--- src/rtl/gpio_port_pkg.sv ---
package gpio_port_pkg;
  localparam int ADDR_W = 2;
  localparam logic [ADDR_W-1:0] ADDR_PIN = 2'd0;
  localparam logic [ADDR_W-1:0] ADDR_DIR = 2'd1;
  localparam logic [ADDR_W-1:0] ADDR_OUT = 2'd2;
endpackage

--- src/rtl/gpio_sync.sv ---
module gpio_sync #(
  parameter int W      = 8,
  parameter int STAGES = 2
) (
  input  logic         clk_i,
  input  logic         rst_ni,
  input  logic [W-1:0] d_i,
  output logic [W-1:0] q_o
);
  logic [W-1:0] stage_q [STAGES];

  for (genvar s = 0; s < STAGES; s++) begin : g_stage
    always_ff @(posedge clk_i or negedge rst_ni) begin
      if (!rst_ni) stage_q[s] <= '0;
      else if (s == 0) stage_q[s] <= d_i;
      else stage_q[s] <= stage_q[(s == 0) ? 0 : s-1];
    end
  end

  assign q_o = stage_q[STAGES-1];

  if (STAGES == 2) begin : g_chk
    logic [1:0] warm_q;
    always_ff @(posedge clk_i or negedge rst_ni) begin
      if (!rst_ni) warm_q <= '0;
      else if (warm_q != 2'd2) warm_q <= warm_q + 2'd1;
    end

    sync_delay_chk: assert property (@(posedge clk_i) disable iff (!rst_ni)
      (warm_q == 2'd2) |-> (q_o == $past(d_i, 2)));
  end
endmodule

--- src/rtl/gpio_reg_bank.sv ---
module gpio_reg_bank
  import gpio_port_pkg::*;
#(
  parameter int W     = 8,
  localparam int SEL_W = $clog2(W)
) (
  input  logic              clk_i,
  input  logic              rst_ni,
  input  logic [ADDR_W-1:0] addr_i,
  input  logic [W-1:0]      wdata_i,
  input  logic              wr_i,
  input  logic              bit_set_i,
  input  logic              bit_clr_i,
  input  logic [SEL_W-1:0]  bit_sel_i,
  output logic [W-1:0]      dir_o,
  output logic [W-1:0]      data_o
);
  logic [W-1:0] dir_q, data_q, dir_d, data_d, mask;
  logic         bit_ok;

  assign mask   = W'(1) << bit_sel_i;
  assign bit_ok = !wr_i && (bit_set_i ^ bit_clr_i);

  function automatic logic [W-1:0] next_val(input logic [W-1:0] cur,
                                             input logic hit);
    if (wr_i && hit) return wdata_i;
    if (bit_ok && hit) return bit_set_i ? (cur | mask) : (cur & ~mask);
    return cur;
  endfunction

  always_comb begin
    dir_d  = next_val(dir_q,  addr_i == ADDR_DIR);
    data_d = next_val(data_q, addr_i == ADDR_OUT);
  end

  always_ff @(posedge clk_i or negedge rst_ni) begin
    if (!rst_ni) begin
      dir_q  <= '0;
      data_q <= '0;
    end else begin
      dir_q  <= dir_d;
      data_q <= data_d;
    end
  end

  assign dir_o  = dir_q;
  assign data_o = data_q;


  pin_addr_wr_chk: assert property (@(posedge clk_i) disable iff (!rst_ni)
    (wr_i && addr_i == ADDR_PIN) |=> ($stable(dir_q) && $stable(data_q)));

  bit_set_chk: assert property (@(posedge clk_i) disable iff (!rst_ni)
    (!wr_i && bit_set_i && !bit_clr_i && addr_i == ADDR_OUT) |=>
      ((data_q & mask_q) == mask_q) && ((data_q & ~mask_q) == ($past(data_q) & ~mask_q)));

  bit_clr_chk: assert property (@(posedge clk_i) disable iff (!rst_ni)
    (!wr_i && bit_clr_i && !bit_set_i && addr_i == ADDR_DIR) |=>
      ((dir_q & mask_q) == '0) && ((dir_q & ~mask_q) == ($past(dir_q) & ~mask_q)));

  logic [W-1:0] mask_q;
  always_ff @(posedge clk_i or negedge rst_ni) begin
    if (!rst_ni) mask_q <= '0;
    else mask_q <= mask;
  end
endmodule

--- src/rtl/gpio_pin_mode.sv ---
module gpio_pin_mode #(
  parameter int W = 8
) (
  input  logic [W-1:0] dir_i,
  input  logic [W-1:0] data_i,
  output logic [W-1:0] oe_o,
  output logic [W-1:0] out_o,
  output logic [W-1:0] pu_o
);
  for (genvar i = 0; i < W; i++) begin : g_pin
    always_comb begin
      oe_o[i]  = dir_i[i];
      out_o[i] = dir_i[i] & data_i[i];
      pu_o[i]  = ~dir_i[i] & data_i[i];
    end
  end
endmodule

--- src/rtl/gpio_port.sv ---
module gpio_port
  import gpio_port_pkg::*;
#(
  parameter int W           = 8,
  parameter int SYNC_STAGES = 2,
  localparam int SEL_W      = $clog2(W)
) (
  input  logic              clk_i,
  input  logic              rst_ni,
  input  logic [ADDR_W-1:0] addr_i,
  input  logic [W-1:0]      wdata_i,
  input  logic              wr_i,
  input  logic              bit_set_i,
  input  logic              bit_clr_i,
  input  logic [SEL_W-1:0]  bit_sel_i,
  output logic [W-1:0]      rdata_o,
  input  logic [W-1:0]      pad_i,
  output logic [W-1:0]      pad_oe_o,
  output logic [W-1:0]      pad_out_o,
  output logic [W-1:0]      pad_pu_o
);
  logic [W-1:0] dir, data, pin_sync;

  gpio_sync #(.W(W), .STAGES(SYNC_STAGES)) u_sync (
    .clk_i, .rst_ni, .d_i(pad_i), .q_o(pin_sync)
  );

  gpio_reg_bank #(.W(W)) u_regs (
    .clk_i, .rst_ni, .addr_i, .wdata_i, .wr_i,
    .bit_set_i, .bit_clr_i, .bit_sel_i,
    .dir_o(dir), .data_o(data)
  );

  gpio_pin_mode #(.W(W)) u_mode (
    .dir_i(dir), .data_i(data),
    .oe_o(pad_oe_o), .out_o(pad_out_o), .pu_o(pad_pu_o)
  );

  always_comb begin
    unique case (addr_i)
      ADDR_PIN: rdata_o = pin_sync;
      ADDR_DIR: rdata_o = dir;
      ADDR_OUT: rdata_o = data;
      default:  rdata_o = '0;
    endcase
  end


  drive_only_when_oe_chk: assert property (@(posedge clk_i) disable iff (!rst_ni)
    (pad_out_o & ~pad_oe_o) == '0);

  no_pull_on_output_chk: assert property (@(posedge clk_i) disable iff (!rst_ni)
    (pad_pu_o & pad_oe_o) == '0);
endmodule

--- config.mk ---
export PLATFORM = sky130hd
export DESIGN_NAME = gpio_port
export DESIGN_NICKNAME = d
export VERILOG_FILES = /design/src/rtl/gpio_port_pkg.sv /design/src/rtl/gpio_sync.sv /design/src/rtl/gpio_reg_bank.sv /design/src/rtl/gpio_pin_mode.sv /design/src/rtl/gpio_port.sv
export SDC_FILE = /design/constraint.sdc
export NUM_CORES = 1
export LEC_CHECK = 0
export BUFFER_PORTS_ARGS = -buffer_cell sky130_fd_sc_hd__buf_4
export CORE_ASPECT_RATIO = 0.75
export CORE_UTILIZATION = 45
export CTS_BUF_LIST = sky130_fd_sc_hd__clkbuf_8
export DETAILED_ROUTE_END_ITERATION = 16
export PLACE_DENSITY_LB_ADDON = 0.25
export SLEW_MARGIN = 20
export SYNTH_ARGS = -nofsm -noshare
export SYNTH_HDL_FRONTEND = slang
export SYNTH_SLANG_ARGS = --single-unit
--- constraint.sdc ---
create_clock -name clk_i -period 1 [get_ports clk_i]
set_input_delay 0.15 -clock clk_i [delete_from_list [all_inputs] [get_ports clk_i]]
set_output_delay 0.15 -clock clk_i [all_outputs]
set_load 0.01 [all_outputs]
After elaboration in Yosys (flattened, before gate mapping)

Index checks and enable logic that the tools add are counted.

Equality and inequality tests: 2
Bitwise logic cells: 30
Reduce and logical (&&, ||, !) cells: 9
Multiplexer cells: 17
Shifts and indexed selects: 1

Operator list:

| operator                                                               | count |
|---|---|
| 8-bit 2-to-1 mux                                                       | 10 |
| 8-bit one-hot mux with 3 select lines                                  | 1 |
| 1-bit AND                                                              | 16 |
| 8-bit AND                                                              | 2 |
| 8-bit bitwise OR                                                       | 2 |
| 1-bit NOT                                                              | 8 |
| 8-bit NOT                                                              | 1 |
| 1-bit by 3-bit << shifter with 8-bit output (first input constant)     | 1 |
| 1-bit 2-to-1 mux                                                       | 6 |
| 1-bit logical AND                                                      | 5 |
| 2-bit nonzero test                                                     | 2 |
| 2-bit by 1-bit equality test with 1-bit output (second input constant) | 1 |
| 2-bit equality test (second input constant)                            | 1 |
| 2-bit logical NOT                                                      | 1 |
| 1-bit logical NOT                                                      | 1 |
| 1-bit XOR                                                              | 1 |

Bits in registers: 32
Output and inout port bits: 32
Bits of input ports: 26
Logic and storage cells: 63

Longest topological paths before layout

Gate-level depths: netlist of the first run.

Depth after elaboration: 7
Gate-level depth with buffers: 6
Depth with buffers taken out: 4

By module

Synthesis of the first run repeated with hierarchy kept, for this count alone.

Cell total of the unflattened synthesis: 177
Area total of the unflattened synthesis: 1,804.2 µm²

Modules (own cells, without submodules):

| module        | times used | area each (µm²) | cells each | sequential area each (µm²) |
|---|---|---|---|---|
| gpio_reg_bank | 1          | 985.9           | 109        | 400.4 |
| gpio_sync     | 1          | 460.4           | 24         | 400.4 |
| gpio_port     | 1          | 197.7           | 20         | 0.0 |
| gpio_pin_mode | 1          | 160.2           | 24         | 0.0 |

Worst setup path after synthesis of the first run

OpenSTA, ideal clock, no wires.

Path kind: input-to-reg
Start: in addr_i[0]
End: reg with a tool-made name
Path slack: -286 ps
Path buffers: 2
Arrival time: 1,162 ps
Cell stages on the path: 6
Path through: buf_2 -> nor2b_1 -> buf_2 -> o21ai_2 -> a21oi_1 -> mux2_2

RTL lines:

| what               | RTL line        | RTL |
|---|---|---|
| start: declaration | gpio_port.sv:10 | `input logic [ADDR_W-1:0] addr_i,` |

==> results.md, run 1 <==
Setup path:
- The number of buffers and inverters on the critical path is 1.
- Across all register-to-register paths, the minimum setup slack is -0.08 ns.
- In this run the worst path has a maximum fanout of 4.
- The critical path is of the flop to primary output type.
- The largest single stage delay on the critical path is 0.40 ns.
- STA puts the critical path data required time at 0.85 ns.
- The cell with the largest stage delay on the worst path is sky130_fd_sc_hd__dfrtp_1.
- The endpoint arrival time on the critical path is 1.14 ns.
- The worst setup path is captured at a primary output.
- The element type at the critical path start is a flop.
- The family of cells with the greatest summed delay on the critical path is flip-flops.
- The signal on the critical path passes through mux2i_1 -> o21ai_1 -> buf_4.
- The worst reg-to-reg path cell count is 3.

Hold path:
- The startpoint of the worst hold path is wdata_i[1].
- The path class of the lowest-slack min-delay path is input pin to flop.
- The number of cells traversed by the worst hold path is 2.

Clock tree:
- For the worst-skew pair, the clock arrives at the later sink with an insertion delay of 0.29 ns.
- The tree is rooted in a sky130_fd_sc_hd__clkbuf_8.
- TritonCTS built the clock tree.
- The H-tree was split into 2 levels.
- After clock tree synthesis, the clock-pin slew on the worst setup and hold paths is 0.06 ns.
- CTS saw 32 sinks.
- In this run the deepest clock path goes through 2 buffers.
- Clock tree synthesis inserted a total of 5 buffers.

Detailed routing:
- The detailed-routing iteration count for the pre-antenna-repair pass is 5.
- The final wirelength is 6990 µm.
- Once detail routing completed, the nets flagged for antenna violations numbered 0.
- The routed via count divided by cell count is 5.76.
- Detailed routing inserted a total of 1,877 vias.
- For this block, the initial DRC count from the detailed router was 175.
- The remaining design rule violation count is 0.
- The routed wirelength normalized by instance count is 21.4 µm.

STA:
- The number of pins exceeding their max-slew limit in the final report is 0.
- The highest achievable clock rate is 0.776 GHz.
- The number of hold violations in the final report is 0.
- The final period demand of the worst path is 1.29 ns.
- In the post-route analysis, the smallest setup slack over all paths is -0.288 ns.
- The pin slew with the least headroom to its limit is 0.421 ns.
- Of the available clock period, the critical path in the final layout requires 129%.
- Setup repair after global routing could not meet its margin everywhere.
- Setup violations remaining at the end of the flow were counted as 47.
- The headroom to the max-slew limit is 71.9%.
- The worst-case hold slack is 0.0833 ns.
- The worst clock skew is 0.00756 ns.

Place:
- The final weighted congestion of routability-driven global placement is 0.890.
- The count of port buffers added during placement is 57.
- After detailed placement, the total cell area comes to 2360 µm².
- The wire-length estimate of the detail-placed layout is 3380 µm.

Yosys:
- After synthesis the cells add up to 1680 µm².
- In the synthesized netlist, the cells that appear most often are sky130_fd_sc_hd__dfrtp_1 (32), sky130_fd_sc_hd__nand2_1 (17), sky130_fd_sc_hd__nor2b_1 (12).
- The number of enable-type register cells in the synthesized netlist is 0.
- Counting flops and latches in the post-synthesis netlist gives 32.
- After synthesis, flip-flops and latches occupy 47.8% of the total area.
- The most frequently used cell type in the post-synthesis netlist is sky130_fd_sc_hd__dfrtp_1.
- Ranked by total cell area, the synthesized netlist is headed by sky130_fd_sc_hd__dfrtp_1 (48%), sky130_fd_sc_hd__mux2_2 (5.4%), sky130_fd_sc_hd__mux2i_1 (4.8%), sky130_fd_sc_hd__nor2b_1 (4.5%), sky130_fd_sc_hd__nand2_1 (3.8%).
- The synthesized design devotes to its leading area cell type 47.8% of total area.
- The cell taking the most area after synthesis is sky130_fd_sc_hd__dfrtp_1.
- In the synthesized netlist the async set-or-reset flop fraction comes to 100%.
- The synthesized area divided by synthesized cell count is 10.3 µm².
- The yosys synthesis warning count is 0.
- For this run, the leading register cell type out of synthesis is sky130_fd_sc_hd__dfrtp_1.
- Synthesis produced 162 cells.
- The number of unique standard cell types used by synthesis is 36.
- Synthesis produced a netlist with a net count of 188.

Power:
- The peak supply drop is 1180 µV.
- Summed over all cells, the static leakage comes to 1.46 nW.
- The internal portion of the total power is 0.00314 W.
- The switching power total is 0.00148 W.
- Sequential cells burn 36.4% of the power.
- The share of total power dissipated in the clock network is 20.1%.
- The power density over the cells is 1460 nW/µm².
- The share of total power in combinational logic is 43.5%.
- The switching part of the total power is 32.0%.

Global routing:
- The maximum number of pins on one net before global-route repair is 33.
- The via count of the first global-routing pass is 1,687.
- The total routing usage reported by global routing is 29.9%.
- The wire length of the first global-routing pass is 8450 µm.
- For this run the aggregate overflow at the end of global routing stands at 0.
- The initial antenna violation count is 0.

Finish:
- After routing the design area is 3160 µm².
- At the end of the flow, the number of nets in the layout was 302.
- Of the cells placed in the final design, the portion with a size suffix greater than 1 is 57.2%.
- The area added between synthesis and finish is 88.5%.
- 0 antenna diodes ended up in the layout.
- The share of the core filled with cells in the final layout is 92.3%.

Floorplan:
- The die outline height is 54.9 µm.
- The number of top-level pins is 58.
- The die area is 3980 µm².
- The die is 72.5 µm wide.
- The row count is 18.
- The floorplan step defined a core boundary enclosing 3420 µm².
- Once the floorplan was initialized, standard cells occupied 49.0% of the core.

Run status:
- The run finished, with violations left.
- The final reports fail on setup timing.

Run:
- The tool flagged a number of max-cap violations equal to 0.
[how the worst max path moves through the flow]
| stage | slack, ns | cells past startpoint | from | to |
|---|---|---|---|---|
| floorplan | -0.21 | 6 | addr_i[0] | flop |
| global placement | -0.37 | 6 | bit_clr_i | flop |
| detailed placement | -0.42 | 5 | bit_set_i | flop |
| CTS | -0.24 | 3 | flop | rdata_o[0] |
| global route | -0.33 | 3 | flop | rdata_o[2] |
| finish | -0.29 | 3 | flop | rdata_o[3] |
[metal layers]
metal	vias up	part of all wire, %	GRT usage, %
met5	-	0	0
met4	0	3.1	11.1
met3	29	8.3	6.26
met2	128	47	52.3
li1	806	-	-
met1	914	42	37.0
[metrics by stage]
stage	TNS [ns]	total power, W	setup WS [ns]	cells
detailed placement	-8.23	0.00288	-0.422	284
global placement	-7.28	0.00283	-0.369	284
finish	-6.91	0.00462	-0.288	326
global route	-7.95	0.00478	-0.330	326
CTS	-4.57	0.00419	-0.237	315
floorplan	-3.24	0.00222	-0.211	162
[layout by cell type, fill, tap and decap left out, types with 3 or more instances in the layout]
cell type | Yosys | final
sky130_fd_sc_hd__buf_12 | 0 | 3
sky130_fd_sc_hd__buf_6 | 0 | 35
sky130_fd_sc_hd__nor2b_4 | 0 | 5
sky130_fd_sc_hd__clkbuf_8 | 0 | 5
sky130_fd_sc_hd__o2bb2ai_1 | 6 | 4
sky130_fd_sc_hd__mux2i_1 | 8 | 8
sky130_fd_sc_hd__o21ai_4 | 0 | 3
sky130_fd_sc_hd__dlygate4sd3_1 | 0 | 9
sky130_fd_sc_hd__mux2_4 | 0 | 8
sky130_fd_sc_hd__nor3_1 | 3 | 3
sky130_fd_sc_hd__o21ai_1 | 0 | 8
sky130_fd_sc_hd__o211a_1 | 4 | 4
sky130_fd_sc_hd__nand2_1 | 17 | 17
sky130_fd_sc_hd__nand2b_1 | 5 | 5
sky130_fd_sc_hd__dfrtp_1 | 32 | 30
sky130_fd_sc_hd__a21oi_4 | 0 | 8
sky130_fd_sc_hd__and2_4 | 0 | 8
sky130_fd_sc_hd__nor2b_1 | 12 | 6
sky130_fd_sc_hd__buf_4 | 2 | 66
sky130_fd_sc_hd__o211ai_1 | 3 | 3
sky130_fd_sc_hd__o311ai_1 | 3 | 3
sky130_fd_sc_hd__a211o_1 | 3 | 3
[timing repair]
item | in CTS | in global routing
endpoints found under the setup margin | 48 | 48
cloned | 1 | 0
resized for setup | 60 | 43
hold endpoints to repair | 40 | 0
buffers inserted | 14 | 13
hold buffers | 9 | 0
pin swaps | 21 | 12
[logic make-up after synthesis]
logic type	after synthesis	synth area share, %
buf+inv	9	2.69
xor+xnor	2	1.49
mux	16	10.1
simple gates	58	18.9
flops	32	47.8
compound gates	45	19.0
[power groups by stage]
stage          clock (W)  combinational, W  sequential, W
4_1_cts         0.000919           0.00162        0.00165
3_5_place_dp           0           0.00122        0.00166
5_1_grt         0.000985           0.00210        0.00170
3_3_place_gp           0           0.00119        0.00163
2_1_floorplan          0          0.000575        0.00165
6_report        0.000929           0.00201        0.00168
[final cells by class]
class,count,area [µm²]
Inverter,1,3.75
Tap cell,50,62.6
Fill cell,131,263
Timing Repair Buffer,114,1050
Sequential cell,32,803
Clock inverter,2,8.76
Clock buffer,5,68.8
Multi-Input combinational cell,122,1160
(Power assumes the default switching activity.)
==> run 2, diff against run 1 <==
ABC_AREA = 1   (was unset)
==> results.md, run 2 <==
Clock tree:
- The clock root buffer is sky130_fd_sc_hd__clkbuf_8.
- The clock tree from TritonCTS is done.
- The CTS buffer count is 5 (unchanged).
- The clock net sink count came to 32 (unchanged).
- The number of levels the H-tree was split into is 2 (unchanged).
- The maximum buffer depth of the clock tree is 2 (unchanged).
- The clock transition at the register clock pins on the worst setup and hold paths after CTS is 0.07 ns (about the same).
- The worst-skew pair later-pin latency is 0.29 ns (about the same).

Setup path:
- The nature of the critical path endpoint is a primary output.
- The endpoint arrival time on the critical path is 1.09 ns (-0.05 ns).
- The data required time at the worst endpoint is 0.85 ns (about the same).
- The worst reg-to-reg path cell count is 3 (unchanged).
- The setup slack on the worst flop-to-flop path is 0.19 ns (+0.27 ns).
- The critical path endpoint is rdata_o[6].
- The peak fanout along the critical path came to 3 (-1).
- The category of the most critical setup path is flop to primary output.
- The element type at the critical path start is a flop.

Finish:
- The share of the core filled with cells in the final layout is 72.6% (-20 points).
- The post-route cell area was 2940 µm² (-6.9%).
- The number of nets in the finished design is 417 (+38%).
- The antenna diode count is 0 (unchanged).
- The library cell used most frequently in the layout, excluding fill and tap cells, is sky130_fd_sc_hd__nand2_1.
- The share of cells above drive strength 1 came to 35.3% (-22 points).
- Relative to the synthesized area, the layout overhead comes to 54.4%.
- The library cells used most frequently in the layout, excluding fill and tap cells, are sky130_fd_sc_hd__nand2_1 (113), sky130_fd_sc_hd__buf_4 (67), sky130_fd_sc_hd__nand3_1 (42).

STA:
- The final cycle utilization of the critical path was 124% (-4.4 points).
- The worst clock skew is 0.00127 ns (-0.00629 ns).
- The final worst setup slack is -0.244 ns (+0.0438 ns).
- The highest achievable clock rate is 0.804 GHz (+3.5%).
- The number of hold violations in the final report is 0 (unchanged).
- The number of pins exceeding their max-slew limit in the final report is 0 (unchanged).
- Setup repair after global routing could not meet its margin everywhere.
- The headroom to the max-slew limit is 72.7% (+0.79 points).
- The pin slew with the least headroom to its limit is 0.409 ns (-0.0118 ns).
- The final period demand of the worst path came to 1.24 ns (-0.0438 ns).
- The worst-case hold slack is 0.153 ns (+0.0701 ns).
- The number of setup violations in the final report is 32 (-32%).
- The aggregate negative setup slack is -4.20 ns (+2.72 ns).

Yosys:
- The proportion of netlist area held by the largest area contributor is 42.0% (-5.7 points).
- The net count of the mapped netlist is 315 (+68%).
- The combinational family with the most area after synthesis is simple AND/OR/NAND/NOR gates.
- The number of enable-type register cells in the synthesized netlist is 0 (unchanged).
- After synthesis, the most frequently instantiated cells are sky130_fd_sc_hd__nand2_1 (119), sky130_fd_sc_hd__nand3_1 (42), sky130_fd_sc_hd__nor2_1 (39).
- The share of synthesized cell area in and, or, nand and nor gates is 44.6% (+26 points).
- The number of unique standard cell types used by synthesis came to 16 (-56%).
- The sequential share of the synthesized area is 42.0% (-5.7 points).
- The synthesized area is 1910 µm² (+14%).
- The synthesized area divided by synthesized cell count is 6.59 µm² (-36%).
- The number of flip-flops and latches in the synthesized netlist came to 32 (unchanged).
- The count of mapped cells out of synthesis is 289 (+78%).
- Ranked by total cell area, the synthesized netlist is headed by sky130_fd_sc_hd__dfrtp_1 (42%), sky130_fd_sc_hd__nand2_1 (23%), sky130_fd_sc_hd__nand3_1 (11%), sky130_fd_sc_hd__nor2_1 (7.7%), sky130_fd_sc_hd__inv_1 (6.1%).
- The async set-reset flop share out of synthesis is 100% (unchanged).
- The post-synthesis xor/xnor area fraction is 0% (-1.5 points).
- The yosys synthesis warning count is 0 (unchanged).
- Of all cell types, the one taking the most synthesized area is sky130_fd_sc_hd__dfrtp_1.
- The complex-gate fraction of the synthesized area came to 4.20% (-15 points).
- The dominant synthesized flop cell is sky130_fd_sc_hd__dfrtp_1.
- The post-synthesis adder-cell area fraction is 0% (unchanged).
- The mux cell area share after synthesis was 0% (-10 points).
- The most common cell in the synthesized netlist is sky130_fd_sc_hd__nand2_1.

Global routing:
- The maximum number of pins on one net before global-route repair was 33 (unchanged).
- The wire length of the first global-routing pass is 8450 µm (unchanged).
- The via count of the first global-routing pass came to 1,952 (+16%).
- The initial antenna violation count is 0 (unchanged).
- The total routing usage reported by global routing is 24.5% (-5.3 points).
- The global-route congestion overflow total is 0 (unchanged).

Power:
- The peak supply drop is 935 µV (-21%).
- The static leakage is 1.67 nW (+15%).
- The power density over the cells was 1440 nW/µm² (-1.6%).

Detailed routing:
- The routed via count divided by cell count came to 4.79 (-17%).
- The final wirelength is 5250 µm (-25%).
- The count of antenna-violating nets left after detailed routing is 0 (unchanged).
- The first-iteration detailed-routing DRC count is 106 (-39%).
- The routed wirelength normalized by instance count is 11.8 µm (-45%).
- The remaining design rule violation count was 0 (unchanged).
- The total via count after detailed routing was 2,136 (+14%).
- The detailed-routing iteration count for the pre-antenna-repair pass is 4 (-1).

Floorplan:
- The number of top-level pins is 58 (unchanged).
- The die area was 4500 µm² (+13%).
- The area of the placeable core was 4050 µm² (+18%).
- The initial standard-cell utilization of the core is 47.0% (-2.0 points).
- The horizontal die dimension is 77.1 µm (+6.4%).
- The die outline height was 58.4 µm (+6.4%).
- The row count came to 20 (+2).

Place:
- The HPWL after detailed placement is 3620 µm (+7.1%).
- The total placed instance area is 2510 µm² (+6.2%).
- The final weighted congestion of routability-driven global placement was 0.847 (-4.8%).
- The setup slack at placement came to -0.159 ns (+0.263 ns).
- The count of port buffers added during placement is 57 (unchanged).

Run status:
- The checks that failed: setup timing.
- The run finished, with violations left.

Run:
- The max-capacitance violation count is 0 (unchanged).

Hold path:
- The path class of the lowest-slack min-delay path is input pin to flop.
==> run 2: power by group <==
part	total, W	switching (W)	internal [W]
Combinational	0.00151	0.000681	0.000831
Clock	0.00107	0.000462	0.000612
Sequential	0.00165	0.000186	0.00146
==> run 2: timing repair <==
item	4_1_cts	5_1_grt
buffers inserted	7	9
gates cloned	0	0
gates resized for setup	21	34
hold buffers	9	0
pin swaps	23	10
endpoints found under the setup margin	32	32
hold endpoints to repair	40	0
==> run 2: how the worst min path moves through the flow <==
stage / cells after the start / slack (ns) / end / from
after floorplan: 0 / -0.15 / asynchronous set/reset pin / rst_ni
after global placement: 1 / 0.10 / asynchronous set/reset pin / rst_ni
after detailed placement: 1 / 0.11 / asynchronous set/reset pin / rst_ni
after CTS: 5 / 0.16 / flop / wdata_i[3]
after global routing: 5 / 0.18 / flop / wdata_i[7]
final: 5 / 0.15 / flop / wdata_i[3]
==> run 2: final cells by class <==
class | instances | area [µm²]
tap | 55 | 68.8
sequential | 32 | 807
clock buffer | 7 | 96.3
multi-input combinational | 217 | 960
fill | 350 | 1110
timing repair buffer | 101 | 883
inverter | 34 | 128
==> run 2: layer usage <==
layer / track usage [%] / share of wire, %
met1: 29.3 / 45
met4: 5.66 / 0.32
met3: 6.82 / 5.6
met5: 0 / 0
met2: 44.5 / 49
==> run 2: stage by stage <==
stage | std cells | total power [W]
2_1_floorplan | 289 | 0.00215
3_3_place_gp | 414 | 0.00273
3_5_place_dp | 414 | 0.00275
4_1_cts | 437 | 0.00403
5_1_grt | 446 | 0.00447
6_report | 446 | 0.00423
==> run 2: worst max-delay path, stage by stage (launching register included) <==
cell,delay (ns)
sky130_fd_sc_hd__dfrtp_1,0.40
sky130_fd_sc_hd__inv_2,0.06
sky130_fd_sc_hd__o211ai_1,0.19
sky130_fd_sc_hd__buf_4,0.15
==> run 2: cell families after synthesis <==
group | after synthesis
compound gates | 12
buf+inv | 40
flops | 32
simple gates | 205
